**src/rtl/dchan_pkg.sv**
```systemverilog
package dchan_pkg;
    localparam int PAIRS      = 7;
    localparam int DESC_WORDS = PAIRS + 2;
    localparam int IDX_W      = 4;
    localparam int UNIT_LSB   = 8;
    localparam int UNIT_W     = 4;
    localparam int MODE_LSB   = 16;
    localparam int MODE_W     = 8;

    typedef enum logic [3:0] {
        S_IDLE, S_FETCH, S_SCAN, S_RD_MEM, S_RD_PUSH,
        S_WR_PULL, S_WR_MEM, S_DESC_END, S_WRITEBACK
    } state_t;

    function automatic logic slot_writes(input logic [IDX_W-1:0] idx);
        return (idx == 4'd4) || (idx == 4'd5);
    endfunction
endpackage

```
**src/rtl/dchan_desc_store.sv**
```systemverilog
module dchan_desc_store
    import dchan_pkg::*;
#(
    parameter int AW = 32,
    parameter int DW = 64
) (
    input  logic                       clk,
    input  logic                       rst_n,
    input  logic                       wr_en,
    input  logic [IDX_W-1:0]           wr_idx,
    input  logic [DW-1:0]              wr_data,
    output logic [DW-1:0]              hdr_o,
    output logic [AW-1:0]              next_o,
    output logic [PAIRS-1:0][AW-1:0]   lens_o,
    output logic [PAIRS-1:0][AW-1:0]   ptrs_o
);
    logic [DW-1:0] words [DESC_WORDS];

    for (genvar k = 0; k < DESC_WORDS; k++) begin : g_word
        always_ff @(posedge clk or negedge rst_n) begin
            if (!rst_n)
                words[k] <= '0;
            else if (wr_en && (wr_idx == IDX_W'(k)))
                words[k] <= wr_data;
        end
    end

    for (genvar p = 1; p <= PAIRS; p++) begin : g_pair
        assign lens_o[p-1] = words[p][2*AW-1:AW];
        assign ptrs_o[p-1] = words[p][AW-1:0];
    end

    assign hdr_o  = words[0];
    assign next_o = words[DESC_WORDS-1][AW-1:0];
endmodule

```
**src/rtl/dchan_pair_scan.sv**
```systemverilog
module dchan_pair_scan
    import dchan_pkg::*;
#(
    parameter int AW = 32
) (
    input  logic [PAIRS-1:0][AW-1:0] lens_i,
    input  logic [IDX_W-1:0]         start_i,
    output logic                     found_o,
    output logic [IDX_W-1:0]         idx_o
);
    always_comb begin
        found_o = 1'b0;
        idx_o   = '0;
        for (int i = PAIRS; i >= 1; i--) begin
            if ((IDX_W'(i) >= start_i) && (lens_i[i-1] != '0)) begin
                found_o = 1'b1;
                idx_o   = IDX_W'(i);
            end
        end
    end
endmodule

```
**src/rtl/dchan_top.sv**
```systemverilog
module dchan_top
    import dchan_pkg::*;
#(
    parameter int AW = 32,
    parameter int DW = 64
) (
    input  logic              clk,
    input  logic              rst_n,
    input  logic              fetch_we,
    input  logic [AW-1:0]     fetch_ptr,
    input  logic              cfg_chain_done,
    input  logic              cfg_irq_en,
    input  logic              cfg_wb_en,
    output logic              mem_req,
    output logic              mem_we,
    output logic [AW-1:0]     mem_addr,
    output logic [DW-1:0]     mem_wdata,
    input  logic              mem_ack,
    input  logic [DW-1:0]     mem_rdata,
    input  logic              mem_err,
    output logic [UNIT_W-1:0] eu_unit,
    output logic [MODE_W-1:0] eu_mode,
    output logic [2:0]        eu_slot,
    output logic              eu_wvalid,
    output logic [DW-1:0]     eu_wdata,
    input  logic              eu_wready,
    input  logic              eu_rvalid,
    input  logic [DW-1:0]     eu_rdata,
    output logic              eu_rready,
    output logic              busy,
    output logic              irq,
    output logic              err
);
    localparam int BYTE_SH = 3;
    localparam logic [AW-1:0] STEP = AW'(1 << BYTE_SH);

    state_t state_q, state_d;
    logic [IDX_W-1:0] widx_q, pidx_q, sc_idx;
    logic [AW-1:0] desc_q, cur_q, remain_q, next_ptr;
    logic [DW-1:0] buf_q, hdr;
    logic irq_q, err_q, sc_found;
    logic [PAIRS-1:0][AW-1:0] lens, ptrs;
    logic [2:0] sc_sel;
    logic [AW:0] len_round;
    logic last_desc, signal_done, ack_ok, ack_bad, word_done;

    dchan_desc_store #(.AW(AW), .DW(DW)) u_store (
        .clk(clk), .rst_n(rst_n),
        .wr_en(state_q == S_FETCH && ack_ok), .wr_idx(widx_q), .wr_data(mem_rdata),
        .hdr_o(hdr), .next_o(next_ptr), .lens_o(lens), .ptrs_o(ptrs)
    );

    dchan_pair_scan #(.AW(AW)) u_scan (
        .lens_i(lens), .start_i(pidx_q), .found_o(sc_found), .idx_o(sc_idx)
    );

    assign sc_sel      = 3'(sc_idx - 4'd1);
    assign len_round   = {1'b0, lens[sc_sel]} + (AW+1)'(STEP - 1);
    assign last_desc   = (next_ptr == '0);
    assign signal_done = !cfg_chain_done || last_desc;
    assign ack_ok      = mem_req && mem_ack && !mem_err;
    assign ack_bad     = mem_req && mem_ack && mem_err;
    assign word_done   = (state_q == S_RD_PUSH && eu_wready) || (state_q == S_WR_MEM && ack_ok);

    // state register
    always_ff @(posedge clk or negedge rst_n) begin
        if (!rst_n) state_q <= S_IDLE;
        else        state_q <= state_d;
    end

    // next state
    always_comb begin
        state_d = state_q;
        unique case (state_q)
            S_IDLE:      if (fetch_we) state_d = S_FETCH;
            S_FETCH:     if (ack_bad) state_d = S_IDLE;
                         else if (ack_ok && widx_q == IDX_W'(DESC_WORDS-1)) state_d = S_SCAN;
            S_SCAN:      if (!sc_found) state_d = S_DESC_END;
                         else state_d = slot_writes(sc_idx) ? S_WR_PULL : S_RD_MEM;
            S_RD_MEM:    if (ack_bad) state_d = S_IDLE;
                         else if (ack_ok) state_d = S_RD_PUSH;
            S_RD_PUSH:   if (eu_wready) state_d = (remain_q == 1) ? S_SCAN : S_RD_MEM;
            S_WR_PULL:   if (eu_rvalid) state_d = S_WR_MEM;
            S_WR_MEM:    if (ack_bad) state_d = S_IDLE;
                         else if (ack_ok) state_d = (remain_q == 1) ? S_SCAN : S_WR_PULL;
            S_DESC_END:  if (signal_done && cfg_wb_en) state_d = S_WRITEBACK;
                         else state_d = last_desc ? S_IDLE : S_FETCH;
            S_WRITEBACK: if (ack_bad) state_d = S_IDLE;
                         else if (ack_ok) state_d = last_desc ? S_IDLE : S_FETCH;
            default:     state_d = S_IDLE;
        endcase
    end

    // outputs
    always_comb begin
        mem_req   = (state_q == S_FETCH) || (state_q == S_RD_MEM) ||
                    (state_q == S_WR_MEM) || (state_q == S_WRITEBACK);
        mem_we    = (state_q == S_WR_MEM) || (state_q == S_WRITEBACK);
        mem_addr  = cur_q;
        mem_wdata = buf_q;
        if (state_q == S_FETCH)     mem_addr = desc_q + AW'({widx_q, 3'b000});
        if (state_q == S_WRITEBACK) begin
            mem_addr  = desc_q;
            mem_wdata = hdr | DW'(1);
        end
        eu_wvalid = (state_q == S_RD_PUSH);
        eu_rready = (state_q == S_WR_PULL);
        eu_wdata  = buf_q;
        eu_slot   = pidx_q[2:0];
        eu_unit   = hdr[UNIT_LSB +: UNIT_W];
        eu_mode   = hdr[MODE_LSB +: MODE_W];
        busy      = (state_q != S_IDLE);
        irq       = irq_q;
        err       = err_q;
    end

    // datapath
    always_ff @(posedge clk or negedge rst_n) begin
        if (!rst_n) begin
            widx_q <= '0; pidx_q <= '0; desc_q <= '0; cur_q <= '0;
            remain_q <= '0; buf_q <= '0; irq_q <= 1'b0; err_q <= 1'b0;
        end else begin
            irq_q <= 1'b0;
            if (state_q == S_IDLE && fetch_we) begin
                desc_q <= fetch_ptr;
                widx_q <= '0;
                err_q  <= 1'b0;
            end
            if (state_q == S_FETCH && ack_ok) begin
                widx_q <= widx_q + 1'b1;
                pidx_q <= 4'd1;
            end
            if (state_q == S_SCAN && sc_found) begin
                pidx_q   <= sc_idx;
                cur_q    <= ptrs[sc_sel];
                remain_q <= len_round[AW:BYTE_SH] == '0 ? AW'(1) : AW'(len_round[AW:BYTE_SH]);
            end
            if (state_q == S_RD_MEM && ack_ok) buf_q <= mem_rdata;
            if (state_q == S_WR_PULL && eu_rvalid) buf_q <= eu_rdata;
            if (word_done) begin
                cur_q    <= cur_q + STEP;
                remain_q <= remain_q - 1'b1;
                if (remain_q == 1) pidx_q <= pidx_q + 1'b1;
            end
            if ((state_q == S_DESC_END && !(signal_done && cfg_wb_en)) ||
                (state_q == S_WRITEBACK && ack_ok)) begin
                irq_q <= signal_done && cfg_irq_en;
                if (!last_desc) begin
                    desc_q <= next_ptr;
                    widx_q <= '0;
                end
            end
            if (ack_bad) begin
                err_q <= 1'b1;
                irq_q <= 1'b1;
            end
        end
    end

    a_r1_fetch_starts: assert property (@(posedge clk) disable iff (!rst_n)
        (!busy && fetch_we) |=> busy);
    a_r1_busy_fetch_ignored: assert property (@(posedge clk) disable iff (!rst_n)
        (busy && fetch_we && state_q != S_DESC_END && state_q != S_WRITEBACK) |=> $stable(desc_q));
    a_r2_req_held: assert property (@(posedge clk) disable iff (!rst_n)
        (mem_req && !mem_ack) |=> (mem_req && $stable(mem_addr) && $stable(mem_we)));
    a_r7_push_held: assert property (@(posedge clk) disable iff (!rst_n)
        (eu_wvalid && !eu_wready) |=> (eu_wvalid && $stable(eu_wdata)));
    a_r7_pull_wait: assert property (@(posedge clk) disable iff (!rst_n)
        (eu_rready && !eu_rvalid) |=> eu_rready);
    a_r11_irq_single: assert property (@(posedge clk) disable iff (!rst_n)
        irq |=> !irq);
    a_r12_err_to_idle: assert property (@(posedge clk) disable iff (!rst_n)
        (mem_req && mem_ack && mem_err) |=> (err && irq && !busy));
    a_r12_err_sticky: assert property (@(posedge clk) disable iff (!rst_n)
        (err && !(!busy && fetch_we)) |=> err);
endmodule

```
**config.mk**
```make
export PLATFORM = sky130hd
export DESIGN_NAME = dchan_top
export DESIGN_NICKNAME = d
export VERILOG_FILES = /design/src/rtl/dchan_pkg.sv /design/src/rtl/dchan_desc_store.sv /design/src/rtl/dchan_pair_scan.sv /design/src/rtl/dchan_top.sv
export SDC_FILE = /design/constraint.sdc
export NUM_CORES = 2
export LEC_CHECK = 0
export ABC_AREA = 1
export BUFFER_PORTS_ARGS = -buffer_cell sky130_fd_sc_hd__buf_2
export CAP_MARGIN = 20
export CORE_AREA = 2 2 186 371
export DETAILED_ROUTE_END_ITERATION = 12
export DIE_AREA = 0 0 188 373
export PLACE_DENSITY = 0.76
export SYNTH_ARGS = -nofsm -noshare
export SYNTH_HDL_FRONTEND = slang
export SYNTH_SLANG_ARGS = --single-unit
export TNS_END_PERCENT = 100
```
**constraint.sdc**
```tcl
create_clock -name clk -period 6.1 [get_ports clk]
set_input_delay 0.61 -clock clk [delete_from_list [all_inputs] [get_ports clk]]
set_output_delay 0.61 -clock clk [all_outputs]
set_load 0.01 [all_outputs]
```
======== After elaboration in Yosys (flattened, before gate mapping) ========
Cells that the tools add are included.
storage, ports and cells
  register bits ........................... 718
  bits of input ports ..................... 170
  output and inout bits ................... 182
  logic and storage cells ................. 178
cells by class
  $add $sub $neg .......................... 7
  order comparisons ....................... 8
  equality and inequality tests ........... 26
  muxes and demuxes ....................... 61
  reduce and logical (&&, ||, !) cells .... 58
operator list
  operator                 count
  $mux W32                 11
  $reduce_bool A32 Y1      7
  $bmux W32 S3             2
  $mux W64                 3
  $mux W4                  20
  $eq A4 B3 Y1 const B     10
  $pmux W4 S9              1
  $add A32 B3 Y33 const B  1
  $add A32 B4 Y32 const B  1
  $add A32 B7 Y32          1
  $eq A32 B1 Y1 const B    1
  $logic_not A32 Y1        1
  $sub A32 B1 Y32 const B  1
  $logic_and A1 B1 Y1      31
  $logic_not A30 Y1        1
  $mux W3                  10
  $mux W30                 1
  $eq A4 B2 Y1 const B     4
  $ge A3 B4 Y1 const A     4
  $mux W1                  13
  $ne A3 B3 Y1 const B     3
  $add A4 B1 Y4 const B    2
  $eq A4 B1 Y1 const B     2
  $eq A4 B4 Y1 const B     2
  13 further kinds         27

======== Longest topological paths before layout ========
  depth in word-level cells ............... 17
  mapped depth ............................ 42
  depth with buffers taken out ............ 35

======== By module ========
Synthesis repeated with hierarchy kept, for this count alone.
second synthesis, totals
  cell total of the unflattened synthesis .. 5609
  area, all modules ....................... 40291.1 µm²
by module, submodules not included
  module            times used  cells an instance  area an instance (µm²)  sequential area each (µm²)
  dchan_desc_store  1           2438               21942.3                 13613.1
  dchan_top         1           2952               17430.5                 4354.2
  dchan_pair_scan   1           219                918.4                   0.0

======== Worst setup path before layout ========
Ideal clock, no wire load.
  kind .................................... register to register
  start point ............................. register pidx_q[0]
  end point ............................... register remain_q[0]
  library setup time ...................... 0.065 ns
  arrival ................................. 4.719 ns
  data required time ...................... 6.035 ns
  setup slack ............................. 1.316 ns
  cell stages (with the launch flop) ...... 40
  buffers on the path ..................... 8
  clock period less this slack ............ 4.784 ns
  cell sequence ........................... dfrtp_1 inv_1 ha_1 inv_1 nand2_1 o21bai_1 inv_1 o21ai_1 nand2_1 nand2_1 nand2_1 nand2_1 nand2_4 nand2_4 buf_6 buf_4 buf_2 buf_2 (+4 left out) clkbuf_1 buf_1 nand3_1 nand3_1 nand2_2 nor2_2 nand2_1 nor2_2 nand2_1 o21bai_2 nand2_1 nor2_1 nand2_1 nor2_1 nand2_1 nand2_1 nand2_1 nand2_1
between the ends
  cells in the longest elaborated chain, start to end .. 17
  elaborated cells between the ends (all ways) .. 38
  those cells by class .................... add/sub: 2; order compare: 7; mux: 19; reduce/logical: 10
RTL lines
  item                            RTL line               RTL
  from (decl)                     dchan_top.sv:38        logic [IDX_W-1:0] widx_q, pidx_q, sc_idx;
  from (signal assigned)          dchan_top.sv:134       pidx_q <= sc_idx;
  from (signal assigned)          dchan_top.sv:143       if (remain_q == 1) pidx_q <= pidx_q + 1'b1;
  $ge A3 B4 Y1                    dchan_pair_scan.sv:15  if ((IDX_W'(i) >= start_i) && (lens_i[i-1] != '0)) begin
  $logic_and A1 B1 Y1             dchan_pair_scan.sv:15
  $mux W3 (7 in a row)            dchan_pair_scan.sv:15
  $sub A3 B1 Y3                   dchan_top.sv:57        assign sc_sel = 3'(sc_idx - 4'd1);
  $bmux W32 S3                    dchan_top.sv:58        assign len_round = {1'b0, lens[sc_sel]} + (AW+1)'(STEP - 1);
  $mux W32 (implied by the code)  dchan_top.sv:58
  $add A32 B3 Y33                 dchan_top.sv:58
  $logic_not A30 Y1               dchan_top.sv:136       remain_q <= len_round[AW:BYTE_SH] == '0 ? AW'(1) : AW'(len_round[AW:BYTE_SH]);
  $mux W30                        dchan_top.sv:136
  $mux W32                        dchan_top.sv:133       if (state_q == S_SCAN && sc_found) begin
  $mux W32                        dchan_top.sv:140       if (word_done) begin
  to (signal assigned)            dchan_top.sv:136
  to (signal assigned)            dchan_top.sv:142       remain_q <= remain_q - 1'b1;
  to (decl)                       dchan_top.sv:39        logic [AW-1:0] desc_q, cur_q, remain_q, next_ptr;
Several ways; a longest one is shown, not always the timed one. The select of a mux whose other input is x is not followed.
A chain may end at the register's enable or synchronous reset.

======== Worst setup path in the final report ========
  start point ............................. register widx_q[2]
  end point ............................... output mem_addr[28]
between the ends
  cells in the longest elaborated chain, start to end .. 3
RTL lines
  item                    RTL line          RTL
  from (decl)             dchan_top.sv:38
  from (signal assigned)  dchan_top.sv:130  widx_q <= widx_q + 1'b1;
  $add A32 B7 Y32         dchan_top.sv:101  if (state_q == S_FETCH) mem_addr = desc_q + AW'({widx_q, 3'b000});
  $mux W32                dchan_top.sv:101
  $mux W32                dchan_top.sv:102  if (state_q == S_WRITEBACK) begin
  to (decl)               dchan_top.sv:16   output logic [AW-1:0] mem_addr,
No other way between the ends.

==> results_dict.tcl <==
set metrics [dict create \
    status "finished, final reports clean" \
    clk_pin_slew_ps 70 \
    synth.yosys.seq_area_share_pct 48.9 \
    synth_edf_count 0 \
    netlist.area_leader.share_pct 48.9 \
    post_dp_cell_area_um2 38800 \
    cts_max_path_buffers 3 \
    multi_input_area_um2 15700 \
    fillCellCount 5980 \
    grt_pass1_wl_um 176000 \
    die_h_um 373 \
    cts.repair_timing.setup_buffer_count 0 \
    design.die.area_um2 70100 \
    core_region_area_um2 67400 \
    total_negative_slack_ps 0 \
    grt_setup_unrepaired "false" \
    critical_path_required_ps 5490 \
    final.setup.worst_slack_ps 837 \
    number_of_hold_violations_in_the_final_report 0 \
    tritoncts "done" \
    worstMarginPinSlew_ps 1070 \
    power_leakage_uw 0.0198 \
    synth_cells 4786 \
    area_growth_from_synthesis_to_layout_pct 11.9 \
    detailroute.via_count 34100 \
    ys_async_sr_fraction_pct 100 \
    grt_use_total_pct 31.3 \
    ys_types 50 \
    grt-ovfl-total 0 \
    nNetsFinal 5138 \
    ctsRootBufferMaster "clkbuf_16" \
    worstPathArrival_ps 4650 \
    finalInstanceArea_um2 41100 \
    grt_start_max_net_pins 236 \
    wirelength_um 110000 \
    synth.top_cells.by_area "dfrtp_1 49%, nand2_1 12%, o21ai_0 10%" \
    initialDrtViolationCount 3407 \
    avgSynthCellArea_um2 7.67 \
    post_route_antenna_net_violation_count 0 \
    worst_hold_path_type "in2async" \
    vias_per_cell 5.79 \
    dpl.hpwl_um 74700 \
    post_synth_instance_area_um2 36700 \
    post-route-min-period_ps 5260 \
    period_utilization_pct 86.3 \
    num_io_pins 352 \
    powerDensity_nw_per_um2 464 \
    post_cts_resized 0 \
    yosys_register_bits 717 \
    finalWeightedCongestion 0.929 \
    endpoint_kind "output port" \
    skew_ps 27.0 \
    synth.net_count 4975 \
    peakVddDrop_uv 304 \
    antenna_found_initial 4 \
    cts-buffers-inserted 61 \
    die_width_um 188 \
    clkLatencyLatePin_ps 650 \
    numClockSinks 717 \
    timing.fmax_ghz 0.190 \
    drv_slew 0 \
    critical_setup_path_class "reg2out" \
    final-setup-viol-count 0 \
    timing.slew.headroom_pct 28.5 \
    crit_path_start_kind "flop" \
    ys.flop_type "dfrtp_1" \
    total_number_of_h_tree_levels 2 \
    regArea_um2 17900 \
    worstPathMaxFanout 5 \
    regToRegSetupSlack_ps 1050 \
    yosysWarningCount 0 \
    wl_per_cell_um 18.7 \
    drive_gt1_share_pct 11.5 \
    detailedPlace.worstSlack_ps 1120 \
    cell_type_with_the_largest_total_area_after_synthesis "dfrtp_1" \
    drc 0 \
    first_drt_pass_iteration_count 6 \
    maxCapViolCount 0 \
    row_count 135 \
    holdBufCountCts 0 \
    io_buffer_count 351 \
    vias_in_the_first_global_route 31700 \
    starting_density_of_the_core_pct 54.5 \
]
flip-flops by register name (all words and copies together) (netlist names):
| signal | count |
|---|---|
| cur_q | 32 |
| desc_q | 32 |
| err | 1 |
| eu_wdata | 64 |
| irq | 1 |
| pidx_q | 4 |
| remain_q | 32 |
| state_q | 4 |
| u_store.hdr_o | 63 |
| u_store.lens_o | 224 |
| u_store.next_o | 32 |
| u_store.ptrs_o | 224 |
| widx_q | 4 |
critical path, stage by stage, from the launching register on:
cell      delay [ps]
dfrtp_1          470
ha_1             390
nand2_1           70
nor2_1            90
a211oi_1          60
nor2_1           130
o21ai_0          130
nor2_1           200
nand3_1          130
nor2_1           110
inv_1             60
nor2_1            90
inv_1             60
nor2_1           160
nand3_1          130
nor3_1           360
nand4_1          320
nor3_1           330
nand3_1          160
xor2_1           170
nand2_1           50
o211ai_1         140
buf_2            200
path summary, 6_finish.rpt:
check / startpoint / end / cells after the start
setup / recovery: widx_q[2] / mem_addr[28] / 22
hold / removal: rst_n / u_store.lens_o[216] / 1
setup reg to reg: u_store.lens_o[9] / remain_q[0] / 25
hold reg to reg: err / err / 2
max in group asynchronous: rst_n / u_store.ptrs_o[112] / 2
min in group clk: mem_rdata[5] / u_store.hdr_o[5] / 3
synthesized netlist by cell type (19+ instances only):
master and count:
nor2_1 396, o311ai_0 67, dfrtp_1 717, o21ai_0 744
nand3_1 321, nor4_1 23, buf_4 21, nand2_1 1152
nand4_1 51, o211ai_1 27, inv_1 481, nor3_1 49
a31oi_1 48, o221ai_1 28, buf_2 27, clkbuf_1 225
a21oi_1 189, a22oi_1 19, xor2_1 35
metal layers:
metal	track usage (%)	part of all wire, %	vias to the layer above
li1	-	-	16100
met1	44.1	43	16400
met2	49.6	46	1470
met3	4.51	7.4	197
met4	10.6	3.2	8
met5	0	0.042	-
kinds of logic (layout without fill, tap and decap cells):
kind of cell	after synthesis	count (layout)	synth area share, %
flops	717	717	48.9
compound gates	1158	1158	17.5
simple gates	2050	2050	23.3
xor+xnor	40	40	0.954
buf+inv	801	1014	8.70
other cells	0	1	0
mux	1	1	0.0273
fa+ha+maj	19	19	0.668
layout make-up:
type	instances	area share [%]
clock buffers	84	4.29
clock inverters	29	1.00
diodes	1	0.00609
flip-flops and latches	717	43.7
multi-input cells	3268	38.2
well taps	890	2.71
repair buffers	401	5.60
inverters	500	4.58
cell usage in the layout (no fill, tap or decap), types with 4 or more instances in the layout:
| cell | netlist | final |
|---|---|---|
| nor2_4 | 5 | 8 |
| nand3b_1 | 18 | 18 |
| nand3_1 | 321 | 317 |
| xnor2_1 | 5 | 5 |
| clkinv_2 | 0 | 13 |
| o221ai_1 | 28 | 28 |
| clkbuf_1 | 225 | 9 |
| clkbuf_16 | 0 | 62 |
| nor2_2 | 11 | 12 |
| a211oi_1 | 4 | 4 |
| o311ai_0 | 67 | 67 |
| a21oi_1 | 189 | 189 |
| inv_2 | 15 | 15 |
| nor4_1 | 23 | 23 |
| buf_12 | 0 | 11 |
| dfrtp_1 | 717 | 717 |
| o21ai_0 | 744 | 744 |
| a22oi_1 | 19 | 19 |
| o21ai_1 | 6 | 6 |
| a31oi_1 | 48 | 48 |
| nand4_1 | 51 | 51 |
| nor2_1 | 396 | 392 |
| inv_1 | 481 | 480 |
| clkbuf_8 | 0 | 13 |
| buf_2 | 27 | 350 |
| bufinv_16 | 0 | 9 |
| ha_1 | 18 | 17 |
| nand2_1 | 1152 | 1149 |
| xor2_1 | 35 | 35 |
| o211ai_1 | 27 | 27 |
| nor3_1 | 49 | 48 |
| buf_4 | 21 | 38 |
| nand2_2 | 13 | 16 |
| clkinvlp_4 | 0 | 5 |
| o22ai_1 | 12 | 12 |
| nand3_4 | 0 | 4 |
where the power goes:
group | internal, uW | switching [uW]
Combinational | 2620 | 5370
Clock | 2410 | 1850
Sequential | 6020 | 778
stage by stage:
| stage | cells | power [uW] | hold WS, ps | utilization (%) |
|---|---|---|---|---|
| 2_1_floorplan | 4786 | 12000 | 314 | - |
| 3_3_place_gp | 5773 | 14600 | 461 | 57.6 |
| 3_5_place_dp | 5773 | 14700 | 464 | 57.6 |
| 4_1_cts | 5886 | 19100 | 80.2 | 60.9 |
| 5_1_grt | 5889 | 20400 | 97.1 | 61.0 |
| 6_report | 5890 | 19100 | 53.5 | 61.0 |
No activity file was read; power rests on OpenSTA's default activity.
